===== config.mk =====
export PLATFORM = sky130hd
export DESIGN_NAME = rx_pause_detect
export DESIGN_NICKNAME = d
export VERILOG_FILES = /design/src/rtl/rxpause_pkg.sv /design/src/rtl/rxp_addr_match.sv /design/src/rtl/rxp_ctrl_decode.sv /design/src/rtl/rx_pause_detect.sv
export SDC_FILE = /design/constraint.sdc
export NUM_CORES = 1
export LEC_CHECK = 0
export BUFFER_PORTS_ARGS = -buffer_cell sky130_fd_sc_hd__buf_2
export CORE_UTILIZATION = 35
export DETAILED_ROUTE_END_ITERATION = 16
export HOLD_SLACK_MARGIN = 0.1
export PLACE_DENSITY = 0.67
export RECOVER_POWER = 25
export SYNTH_ARGS = -nofsm -noshare
export SYNTH_HDL_FRONTEND = slang
export SYNTH_SLANG_ARGS = --single-unit

===== constraint.sdc =====
create_clock -name clk -period 4.4 [get_ports clk]
set_input_delay 0.22 -clock clk [delete_from_list [all_inputs] [get_ports clk]]
set_output_delay 0.22 -clock clk [all_outputs]
set_load 0.02 [all_outputs]

===== src/rtl/rxpause_pkg.sv =====
package rxpause_pkg;

    typedef enum logic [2:0] {
        ST_IDLE,
        ST_HDR,
        ST_QNT,
        ST_TAIL,
        ST_SKIP
    } rxp_state_e;

    localparam logic [47:0] CTRL_MCAST_ADDR = 48'h0180_C200_0001;
    localparam logic [15:0] MAC_CTRL_TYPE   = 16'h8808;
    localparam logic [15:0] PAUSE_OPCODE    = 16'h0001;

endpackage


===== src/rtl/rxp_addr_match.sv =====
module rxp_addr_match #(
    parameter int ADDR_W = 48
) (
    input  logic [ADDR_W-1:0] dest_addr,
    input  logic [ADDR_W-1:0] mcast_addr,
    input  logic [ADDR_W-1:0] station_addr,
    input  logic              ucast_en,
    output logic              addr_hit
);

    logic mcast_hit;
    logic ucast_hit;

    always_comb begin
        mcast_hit = (dest_addr == mcast_addr);
        ucast_hit = ucast_en && (dest_addr == station_addr);
        addr_hit  = mcast_hit || ucast_hit;
    end

endmodule


===== src/rtl/rxp_ctrl_decode.sv =====
module rxp_ctrl_decode #(
    parameter int FIELD_W = 16
) (
    input  logic [2*FIELD_W-1:0] type_op,
    input  logic [FIELD_W-1:0]   exp_type,
    input  logic [FIELD_W-1:0]   exp_opcode,
    output logic                 is_pause
);

    logic type_ok;
    logic op_ok;

    always_comb begin
        type_ok  = (type_op[2*FIELD_W-1:FIELD_W] == exp_type);
        op_ok    = (type_op[FIELD_W-1:0] == exp_opcode);
        is_pause = type_ok && op_ok;
    end

endmodule


===== src/rtl/rx_pause_detect.sv =====
module rx_pause_detect
    import rxpause_pkg::*;
#(
    parameter int DATA_W   = 64,
    parameter int ADDR_W   = 48,
    parameter int QUANTA_W = 16
) (
    input  logic                clk,
    input  logic                rst_n,
    input  logic                rx_valid,
    input  logic                rx_sop,
    input  logic                rx_eop,
    input  logic [DATA_W-1:0]   rx_data,
    input  logic                rx_crc_ok,
    input  logic                cfg_rx_pause_en,
    input  logic                cfg_ucast_en,
    input  logic [ADDR_W-1:0]   cfg_station_addr,
    output logic                pause_valid,
    output logic [QUANTA_W-1:0] pause_quanta
);

    // Field placement inside the beats (byte 0 on the top lane).
    localparam int DA_LSB  = DATA_W - ADDR_W;
    localparam int TO_W    = 2 * QUANTA_W;
    localparam int QNT_LSB = DATA_W - QUANTA_W;

    rxp_state_e state_q, state_d;
    logic [QUANTA_W-1:0] qnt_q;
    logic                addr_hit;
    logic                hdr_is_pause;
    logic                fire;
    logic [QUANTA_W-1:0] fire_qnt;

    rxp_addr_match #(.ADDR_W(ADDR_W)) u_addr (
        .dest_addr    (rx_data[DATA_W-1:DA_LSB]),
        .mcast_addr   (CTRL_MCAST_ADDR[ADDR_W-1:0]),
        .station_addr (cfg_station_addr),
        .ucast_en     (cfg_ucast_en),
        .addr_hit     (addr_hit)
    );

    rxp_ctrl_decode #(.FIELD_W(QUANTA_W)) u_ctrl (
        .type_op    (rx_data[TO_W-1:0]),
        .exp_type   (MAC_CTRL_TYPE[QUANTA_W-1:0]),
        .exp_opcode (PAUSE_OPCODE[QUANTA_W-1:0]),
        .is_pause   (hdr_is_pause)
    );

    // Next-state decision.
    always_comb begin
        state_d = state_q;
        if (rx_valid) begin
            if (rx_sop) begin
                if (rx_eop)
                    state_d = ST_IDLE;
                else if (addr_hit && cfg_rx_pause_en)
                    state_d = ST_HDR;
                else
                    state_d = ST_SKIP;
            end else begin
                unique case (state_q)
                    ST_IDLE: state_d = ST_IDLE;
                    ST_HDR:  state_d = rx_eop ? ST_IDLE :
                                       (hdr_is_pause ? ST_QNT : ST_SKIP);
                    ST_QNT:  state_d = rx_eop ? ST_IDLE : ST_TAIL;
                    ST_TAIL: state_d = rx_eop ? ST_IDLE : ST_TAIL;
                    ST_SKIP: state_d = rx_eop ? ST_IDLE : ST_SKIP;
                    default: state_d = ST_IDLE;
                endcase
            end
        end
    end

    always_comb begin
        fire = rx_valid && !rx_sop && rx_eop && rx_crc_ok &&
               ((state_q == ST_QNT) || (state_q == ST_TAIL));
        fire_qnt = (state_q == ST_QNT) ? rx_data[DATA_W-1:QNT_LSB] : qnt_q;
    end

    // State register and quanta capture.
    always_ff @(posedge clk) begin
        if (!rst_n) begin
            state_q <= ST_IDLE;
            qnt_q   <= '0;
        end else begin
            state_q <= state_d;
            if (rx_valid && !rx_sop && (state_q == ST_QNT))
                qnt_q <= rx_data[DATA_W-1:QNT_LSB];
        end
    end

    // Report outputs.
    always_ff @(posedge clk) begin
        if (!rst_n) begin
            pause_valid  <= 1'b0;
            pause_quanta <= '0;
        end else begin
            pause_valid <= fire;
            if (fire)
                pause_quanta <= fire_qnt;
        end
    end

endmodule


==> results of run 1 <==
kinds of logic after synthesis:
family / after synthesis / synth area share
and+or+nand+nor: 114 / 0.288
buffers and inverters: 20 / 0.0369
AOI/OAI and AO/OA: 44 / 0.145
DFF: 36 / 0.308
xor gates and xnor gates: 41 / 0.154
muxes: 16 / 0.0685
state kept, by name, summed over array words and instances (netlist names):
register and flops:
pause_quanta 16, pause_valid 1, qnt_q 16, state_q 3
final cells by class:
cell class | count | area, sq um
fill | 661 | 3250
inverter | 6 | 22.5
multi-input combinational | 215 | 1530
timing repair buffer | 137 | 672
tap | 77 | 96.3
clock buffer | 8 | 90.1
sequential | 36 | 721
worst paths after layout:
check	start	end	slack [ns]	depth (start not counted)
min reg2reg	pause_quanta[13]$_SDFFE_PN0P_	pause_quanta[13]$_SDFFE_PN0P_	0.50	1
min	rx_data[58]	qnt_q[10]$_SDFFE_PN0P_	0.26	3
max reg2reg	state_q[2]$_SDFFE_PN0P_	qnt_q[12]$_SDFFE_PN0P_	2.20	4
max	state_q[2]$_SDFFE_PN0P_	qnt_q[12]$_SDFFE_PN0P_	2.20	4
worst max-delay path: stages (launching register included):
cell and delay, ns:
dfxtp_1 0.38, nand2b_1 0.56, or3_1 0.81, mux2i_1 0.28, nor2b_1 0.06
where the power goes:
group / total [W] / leakage (nW) / switching (W) / internal [W]
logic: 0.000142 / 1.20 / 0.0000665 / 0.0000760
registers: 0.000327 / 0.290 / 0.000000998 / 0.000326
clock network: 0.000238 / 0.0455 / 0.000111 / 0.000128
through the flow:
| step | utilization | setup WS, ns | instance area, sq um | power (W) |
|---|---|---|---|---|
| after floorplan | - | 2.99 | 2340 | 0.000391 |
| after global placement | 0.479 | 2.29 | 3060 | 0.000474 |
| after detailed placement | 0.479 | 2.22 | 3060 | 0.000477 |
| after CTS | 0.493 | 2.22 | 3150 | 0.000717 |
| after global routing | 0.490 | 1.96 | 3130 | 0.000743 |
| final | 0.490 | 2.20 | 3130 | 0.000708 |
routing by layer:
| metal | share of wire | GRT usage |
|---|---|---|
| met5 | 0 | 0 |
| met4 | 0.0064 | 0.0616 |
| met3 | 0.052 | 0.0366 |
| met2 | 0.47 | 0.358 |
| met1 | 0.47 | 0.287 |
cells in the final DEF, fill, tap and decap left out, types with 4 or more instances in the layout:
master    count
nand3_1      22
nor2b_1      23
buf_2       123
nand2b_1      5
clkbuf_1     15
dfxtp_1      36
nand2_1      20
mux2i_1      16
xnor2_1      41
o21ai_0      18
clkbuf_8      6
o211a_1      16
nor4_1       14
inv_1         4
nand4_1      10
==> impl_metrics.env, run 1 <==
export IMPL_yosys_top_cells_area="dfxtp_1 31%, xnor2_1 15%, mux2i_1 6.9%"
export IMPL_crit_type="flip-flop to flip-flop"
export IMPL_portBuffers=136
export IMPL_dpl_cell_count=471
export IMPL_setup_violations=0
export IMPL_drt_antenna_violating_nets=0
export IMPL_synth_top_cell_by_area="dfxtp_1"
export IMPL_end_kind="flip-flop"
export IMPL_startpoint_type="flip-flop"
export IMPL_cts_buffers=5
export IMPL_yosysWarnings=0
export IMPL_dr_pass1_iters=4
export IMPL_grt_antenna_before_repair=0
export IMPL_viasPerCell=5.21
export IMPL_grt_usage=0.216
export IMPL_first_iter_violations=147
export IMPL_slew_violations=0
export IMPL_ir_drop_mv=0.150
export IMPL_cts_tree="built"
export IMPL_cts_resized_gates=0
export IMPL_period_needed_ns=2.20
export IMPL_cts_buffer_depth=2
export IMPL_gp_congestion=0.871
export IMPL_root_buffer="clkbuf_8"
export IMPL_p_per_area_nw_per_um2=226
export IMPL_synthTopCellsByCount="41 x xnor2_1, 36 x dfxtp_1, 23 x nor2b_1, 22 x nand3_1, 20 x nand2_1"
export IMPL_initial_utilization=0.366
export IMPL_crit_required_ns=4.58
export IMPL_grt_pass1_wl_mm=12.0
export IMPL_worst_hold_slack_ns=0.261
export IMPL_post_cts_setup_buffer_count=0
export IMPL_drt_wl_total_mm=7.39
export IMPL_h_tree_depth=2
export IMPL_synth_cell_area_sq_um=2340
export IMPL_core_area_sq_um=6390
export IMPL_tns_ns=0
export IMPL_die_w_um=83.7
export IMPL_yosysUniqueCellTypes=39
export IMPL_netlist_instances=271
export IMPL_grt_setup_unrepaired="no"
export IMPL_syn_num_nets=391
export IMPL_drc=0
export IMPL_layout_nets=521
export IMPL_hold_violations=0
export IMPL_die_h_um=83.7
export IMPL_slew_headroom=0.389
export IMPL_maxCapViolations=0
export IMPL_cts_hold_buf=0
export IMPL_ys_ff_latch=36
export IMPL_synth_top_cell_area_share=0.308
export IMPL_stdcell_count=479
export IMPL_fin_worst_skew_ns=0.00734
export IMPL_first_global_vias=2497
export IMPL_grt_overflow_total=0
export IMPL_synth_edf_count=0
export IMPL_clk_latency_ns=0.29
export IMPL_cts_clk_slew_worst_paths_ns=0.07
export IMPL_leakagePower_nw=1.54
export IMPL_syn_avg_cell_area_sq_um=8.62
export IMPL_max_clock_freq_ghz=0.455
export IMPL_vias=2496
export IMPL_synth_most_common_cell="xnor2_1"
export IMPL_timing_final_crit_share=0.500
export IMPL_grt_max_degree=38
export IMPL_clock_sinks=36
export IMPL_ys_seq_area_frac=0.308
export IMPL_antenna_cells=0
export IMPL_hpwl_mm=6.01
export IMPL_core_rowCount=29
export IMPL_outcome="finished, final reports clean"
export IMPL_synthArstFlopShare=0
export IMPL_ys_flop_type="dfxtp_1"
export IMPL_wire_per_inst_um=15.4
export IMPL_crit_fanout=21
export IMPL_die_area_sq_um=7010
export IMPL_area_growth_pct=34.0
export IMPL_ios=137
export IMPL_layout_drive_gt1_share=0.338
export IMPL_tightest_slew_ns=0.916
export IMPL_hold_class="primary input to flip-flop"
export IMPL_arrival_ns=2.38
Note: power is estimated with default switching activity, not from simulation.
==> inputs of run 2 (changes only) <==
==> constraint.sdc (replaced) <==
create_clock -name clk -period 2.2 [get_ports clk]
set_input_delay 0.11 -clock clk [delete_from_list [all_inputs] [get_ports clk]]
set_output_delay 0.11 -clock clk [all_outputs]
set_load 0.02 [all_outputs]
==> impl_metrics.env, run 2 (synthesis results as in run 1) <==
export IMPL_outcome="finished, final reports clean"
export IMPL_grt_max_degree=38
export IMPL_final_cell_mix="123 x buf_2, 41 x xnor2_1, 36 x dfxtp_1, 23 x nor2b_1, 22 x nand3_1"
export IMPL_antenna_cells=0
export IMPL_slew_headroom=0.590
export IMPL_core_rowCount=29
export IMPL_wire_per_inst_um=15.6
export IMPL_post_cts_setup_buffer_count=0
export IMPL_end_kind="flip-flop"
export IMPL_clock_sinks=36
export IMPL_layout_nets=525
export IMPL_drc=0
export IMPL_leakagePower_nw=1.56
export IMPL_drt_wl_total_mm=7.53
export IMPL_grt_pass1_wl_mm=12.3
export IMPL_tns_ns=0
export IMPL_timing_final_crit_share=0.729
export IMPL_root_buffer="clkbuf_8"
export IMPL_grt_antenna_before_repair=0
export IMPL_hold_class="primary input to flip-flop"
export IMPL_hpwl_mm=6.11
export IMPL_clk_latency_ns=0.29
export IMPL_startpoint_type="flip-flop"
export IMPL_vias=2508
export IMPL_cts_buffers=5
export IMPL_cts_tree="built"
export IMPL_die_w_um=83.7
export IMPL_die_area_sq_um=7010
export IMPL_cts_clk_slew_worst_paths_ns=0.08
export IMPL_first_global_vias=2487
export IMPL_layout_drive_gt1_share=0.347
export IMPL_fin_worst_skew_ns=0.00929
export IMPL_gp_congestion=0.883
export IMPL_area_growth_pct=35.4
export IMPL_crit_fanout=16
export IMPL_tightest_slew_ns=0.615
export IMPL_die_h_um=83.7
export IMPL_crit_type="flip-flop to flip-flop"
export IMPL_setup_violations=0
export IMPL_viasPerCell=5.19
export IMPL_initial_utilization=0.366
export IMPL_dr_pass1_iters=4
export IMPL_max_clock_freq_ghz=0.624
export IMPL_grt_overflow_total=0
export IMPL_hold_violations=0
export IMPL_period_needed_ns=1.60
export IMPL_slew_violations=0
export IMPL_grt_setup_unrepaired="no"
export IMPL_mostFrequentLayoutCell="buf_2"
export IMPL_drt_antenna_violating_nets=0
export IMPL_grt_usage=0.223
export IMPL_top_regs="pause_quanta: 16 flops, qnt_q: 16 flops, state_q: 3 flops"
export IMPL_first_iter_violations=119
export IMPL_ir_drop_mv=0.316
export IMPL_power_w=0.00144
export IMPL_cts_buffer_depth=2
export IMPL_maxCapViolations=0
export IMPL_cts_resized_gates=0
export IMPL_h_tree_depth=2
export IMPL_core_area_sq_um=6390
export IMPL_crit_required_ns=2.39
export IMPL_p_per_area_nw_per_um2=454
export IMPL_arrival_ns=1.79
export IMPL_cts_hold_buf=0
export IMPL_portBuffers=136
export IMPL_ios=137
run 2: changes by cell type in the layout (fill, tap and decap cells not counted):
cell | before | now
buf_4 | 1 | 5
clkbuf_1 | 15 | 14
clkinvlp_4 | 0 | 1
run 2: layer usage:
| metal | GRT usage | vias to the layer above | wire length, um |
|---|---|---|---|
| met5 | 0 | - | 0 |
| met4 | 0.0616 | 0 | 118 |
| met3 | 0.0425 | 14 | 462 |
| met2 | 0.361 | 97 | 3530 |
| met1 | 0.301 | 1148 | 3420 |
| li1 | - | 1249 | - |
run 2: worst paths after layout:
check	start	to	slack, ns	cells after the start
max	state_q[2]$_SDFFE_PN0P_	qnt_q[13]$_SDFFE_PN0P_	0.60	5
min	rx_eop	state_q[2]$_SDFFE_PN0P_	0.14	3
max reg2reg	state_q[2]$_SDFFE_PN0P_	qnt_q[13]$_SDFFE_PN0P_	0.60	5
min reg2reg	pause_quanta[15]$_SDFFE_PN0P_	pause_quanta[15]$_SDFFE_PN0P_	0.50	1
run 2: power by group:
part	switching [W]	internal (W)
logic	0.000133	0.000152
registers	0.00000171	0.000652
clock network	0.000244	0.000255
total	0.000378	0.00106
run 2: worst max-delay path, cell delays in order, from the launching register on:
cell and delay, ns:
dfxtp_1 0.35, nand2b_1 0.29, or3_1 0.36, buf_4 0.23, mux2i_1 0.19, nor2b_1 0.06
run 2: metrics by stage:
step	utilization	instances	setup WS [ns]	instance area [sq um]	hold slack, ns
final	0.496	483	0.596	3170	0.142
after global routing	0.496	483	0.477	3170	0.163
after CTS	0.498	483	0.620	3180	0.139
after detailed placement	0.484	475	0.560	3090	0.457
after global placement	0.484	475	0.550	3090	0.444
after floorplan	-	271	0.788	2340	0.276
run 2: final cells by class:
class | count | area [sq um]
Fill cell | 651 | 3220
Multi-Input combinational cell | 215 | 1530
Sequential cell | 36 | 721
Timing Repair Buffer | 141 | 702
Tap cell | 77 | 96.3
Clock buffer | 7 | 86.3
Inverter | 6 | 22.5
Clock inverter | 1 | 7.51
==> inputs of run 3 (changes only) <==
==> constraint.sdc (replaced) <==
create_clock -name clk -period 1.6 [get_ports clk]
set_input_delay 0.08 -clock clk [delete_from_list [all_inputs] [get_ports clk]]
set_output_delay 0.08 -clock clk [all_outputs]
set_load 0.02 [all_outputs]
==> impl_metrics.env, run 3 (synthesis results as in run 1) <==
export IMPL_max_clock_freq_ghz=0.676
export IMPL_placed_area_sq_um=3130
export IMPL_layout_drive_gt1_share=0.356
export IMPL_die_area_sq_um=7010
export IMPL_drt_antenna_violating_nets=0
export IMPL_stdcell_count=487
export IMPL_grt_setup_unrepaired="no"
export IMPL_crit_fanout=11
export IMPL_regArea_sq_um=721
export IMPL_drt_wl_total_mm=7.50
export IMPL_mostFrequentLayoutCell="buf_2"
export IMPL_top_regs="pause_quanta: 16 flops, qnt_q: 16 flops, state_q: 3 flops"
export IMPL_place_ws_ns=-0.0949
export IMPL_p_per_area_nw_per_um2=612
export IMPL_crit_required_ns=1.80
export IMPL_vias=2534
export IMPL_dr_pass1_iters=4
export IMPL_crit_type="flip-flop to flip-flop"
export IMPL_multiInputGateArea_sq_um=1530
export IMPL_startpoint_type="flip-flop"
export IMPL_grt_antenna_before_repair=0
export IMPL_slew_headroom=0.609
export IMPL_cts_tree="built"
export IMPL_ir_drop_mv=0.545
export IMPL_timing_final_crit_share=0.925
export IMPL_core_rowCount=29
export IMPL_core_area_sq_um=6390
export IMPL_layout_nets=529
export IMPL_tightest_slew_ns=0.586
export IMPL_final_cell_mix="123 x buf_2, 41 x xnor2_1, 36 x dfxtp_1, 23 x nor2b_1, 22 x nand3_1"
export IMPL_fill_cells=633
export IMPL_clk_latency_ns=0.30
export IMPL_slew_violations=0
export IMPL_period_needed_ns=1.48
export IMPL_hold_violations=0
export IMPL_worst_hold_slack_ns=0.111
export IMPL_initial_utilization=0.366
export IMPL_h_tree_depth=2
export IMPL_post_cts_setup_buffer_count=0
export IMPL_clock_sinks=36
export IMPL_ios=137
export IMPL_portBuffers=136
export IMPL_setup_violations=0
export IMPL_grt_max_degree=38
export IMPL_grt_pass1_wl_mm=12.1
export IMPL_viasPerCell=5.20
export IMPL_area_growth_pct=37.0
export IMPL_wire_per_inst_um=15.4
export IMPL_outcome="finished, final reports clean"
export IMPL_arrival_ns=1.68
export IMPL_maxCapViolations=0
export IMPL_drc=0
export IMPL_dpl_cell_count=479
export IMPL_gp_congestion=0.890
export IMPL_antenna_cells=0
export IMPL_end_kind="flip-flop"
export IMPL_grt_usage=0.215
export IMPL_fin_ws_ns=0.120
export IMPL_cts_hold_buf=0
export IMPL_design_area_sq_um=3200
export IMPL_hold_class="primary input to flip-flop"
export IMPL_cts_buffers=5
export IMPL_fin_worst_skew_ns=0.00974
export IMPL_die_w_um=83.7
export IMPL_leakagePower_nw=1.58
export IMPL_die_h_um=83.7
export IMPL_grt_overflow_total=0
export IMPL_power_w=0.00196
export IMPL_hpwl_mm=6.03
export IMPL_first_global_vias=2510
export IMPL_root_buffer="clkbuf_8"
export IMPL_cts_resized_gates=0
export IMPL_first_iter_violations=135
export IMPL_cts_buffer_depth=2
export IMPL_cts_clk_slew_worst_paths_ns=0.08
==> run 3: changes by cell type in the layout (fill, tap and decap cells not counted) <==
cell	previous run	this run
buf_4	5	8
clkinv_2	0	2
buf_12	0	1
clkbuf_1	14	13
clkbuf_8	6	5
clkinv_4	0	1
clkinvlp_4	1	0
==> run 3: critical path: stages, from the launching register on <==
cell	delay (ns)
dfxtp_1	0.32
nand2b_1	0.24
or3_1	0.37
buf_4	0.21
mux2i_1	0.17
nor2b_1	0.06
==> run 3: report_power, final <==
part / switching [W] / internal [W]
clock network: 0.000363 / 0.000304
logic: 0.000185 / 0.000211
registers: 0.000000800 / 0.000897
==> run 3: area by class of cell <==
class,count,share of cell area
Multi-Input combinational cell,215,0.478
Timing Repair Buffer,145,0.233
Sequential cell,36,0.225
Tap cell,77,0.0301
Clock buffer,5,0.0215
Inverter,6,0.00703
Clock inverter,3,0.00586
==> run 3: layer usage <==
| layer | global-route usage | routed length, um |
|---|---|---|
| met1 | 0.283 | 3530 |
| met2 | 0.360 | 3530 |
| met5 | 0 | 0 |
| met3 | 0.0425 | 377 |
| met4 | 0.0555 | 59 |
==> run 3: worst paths after layout <==
check                                 from                             to  slack [ns]  depth (start not counted)
max reg2reg        state_q[2]$_SDFFE_PN0P_         qnt_q[11]$_SDFFE_PN0P_        0.12                          5
min                               rx_valid        state_q[2]$_SDFFE_PN0P_        0.11                          3
max                state_q[2]$_SDFFE_PN0P_         qnt_q[11]$_SDFFE_PN0P_        0.12                          5
min reg2reg  pause_quanta[12]$_SDFFE_PN0P_  pause_quanta[12]$_SDFFE_PN0P_        0.50                          1
==> run 3: through the flow <==
stage,utilization,TNS (ns)
after floorplan,-,0
after global placement,0.490,-0.0634
after detailed placement,0.490,-0.107
after CTS,0.504,0
after global routing,0.501,0
final,0.501,0
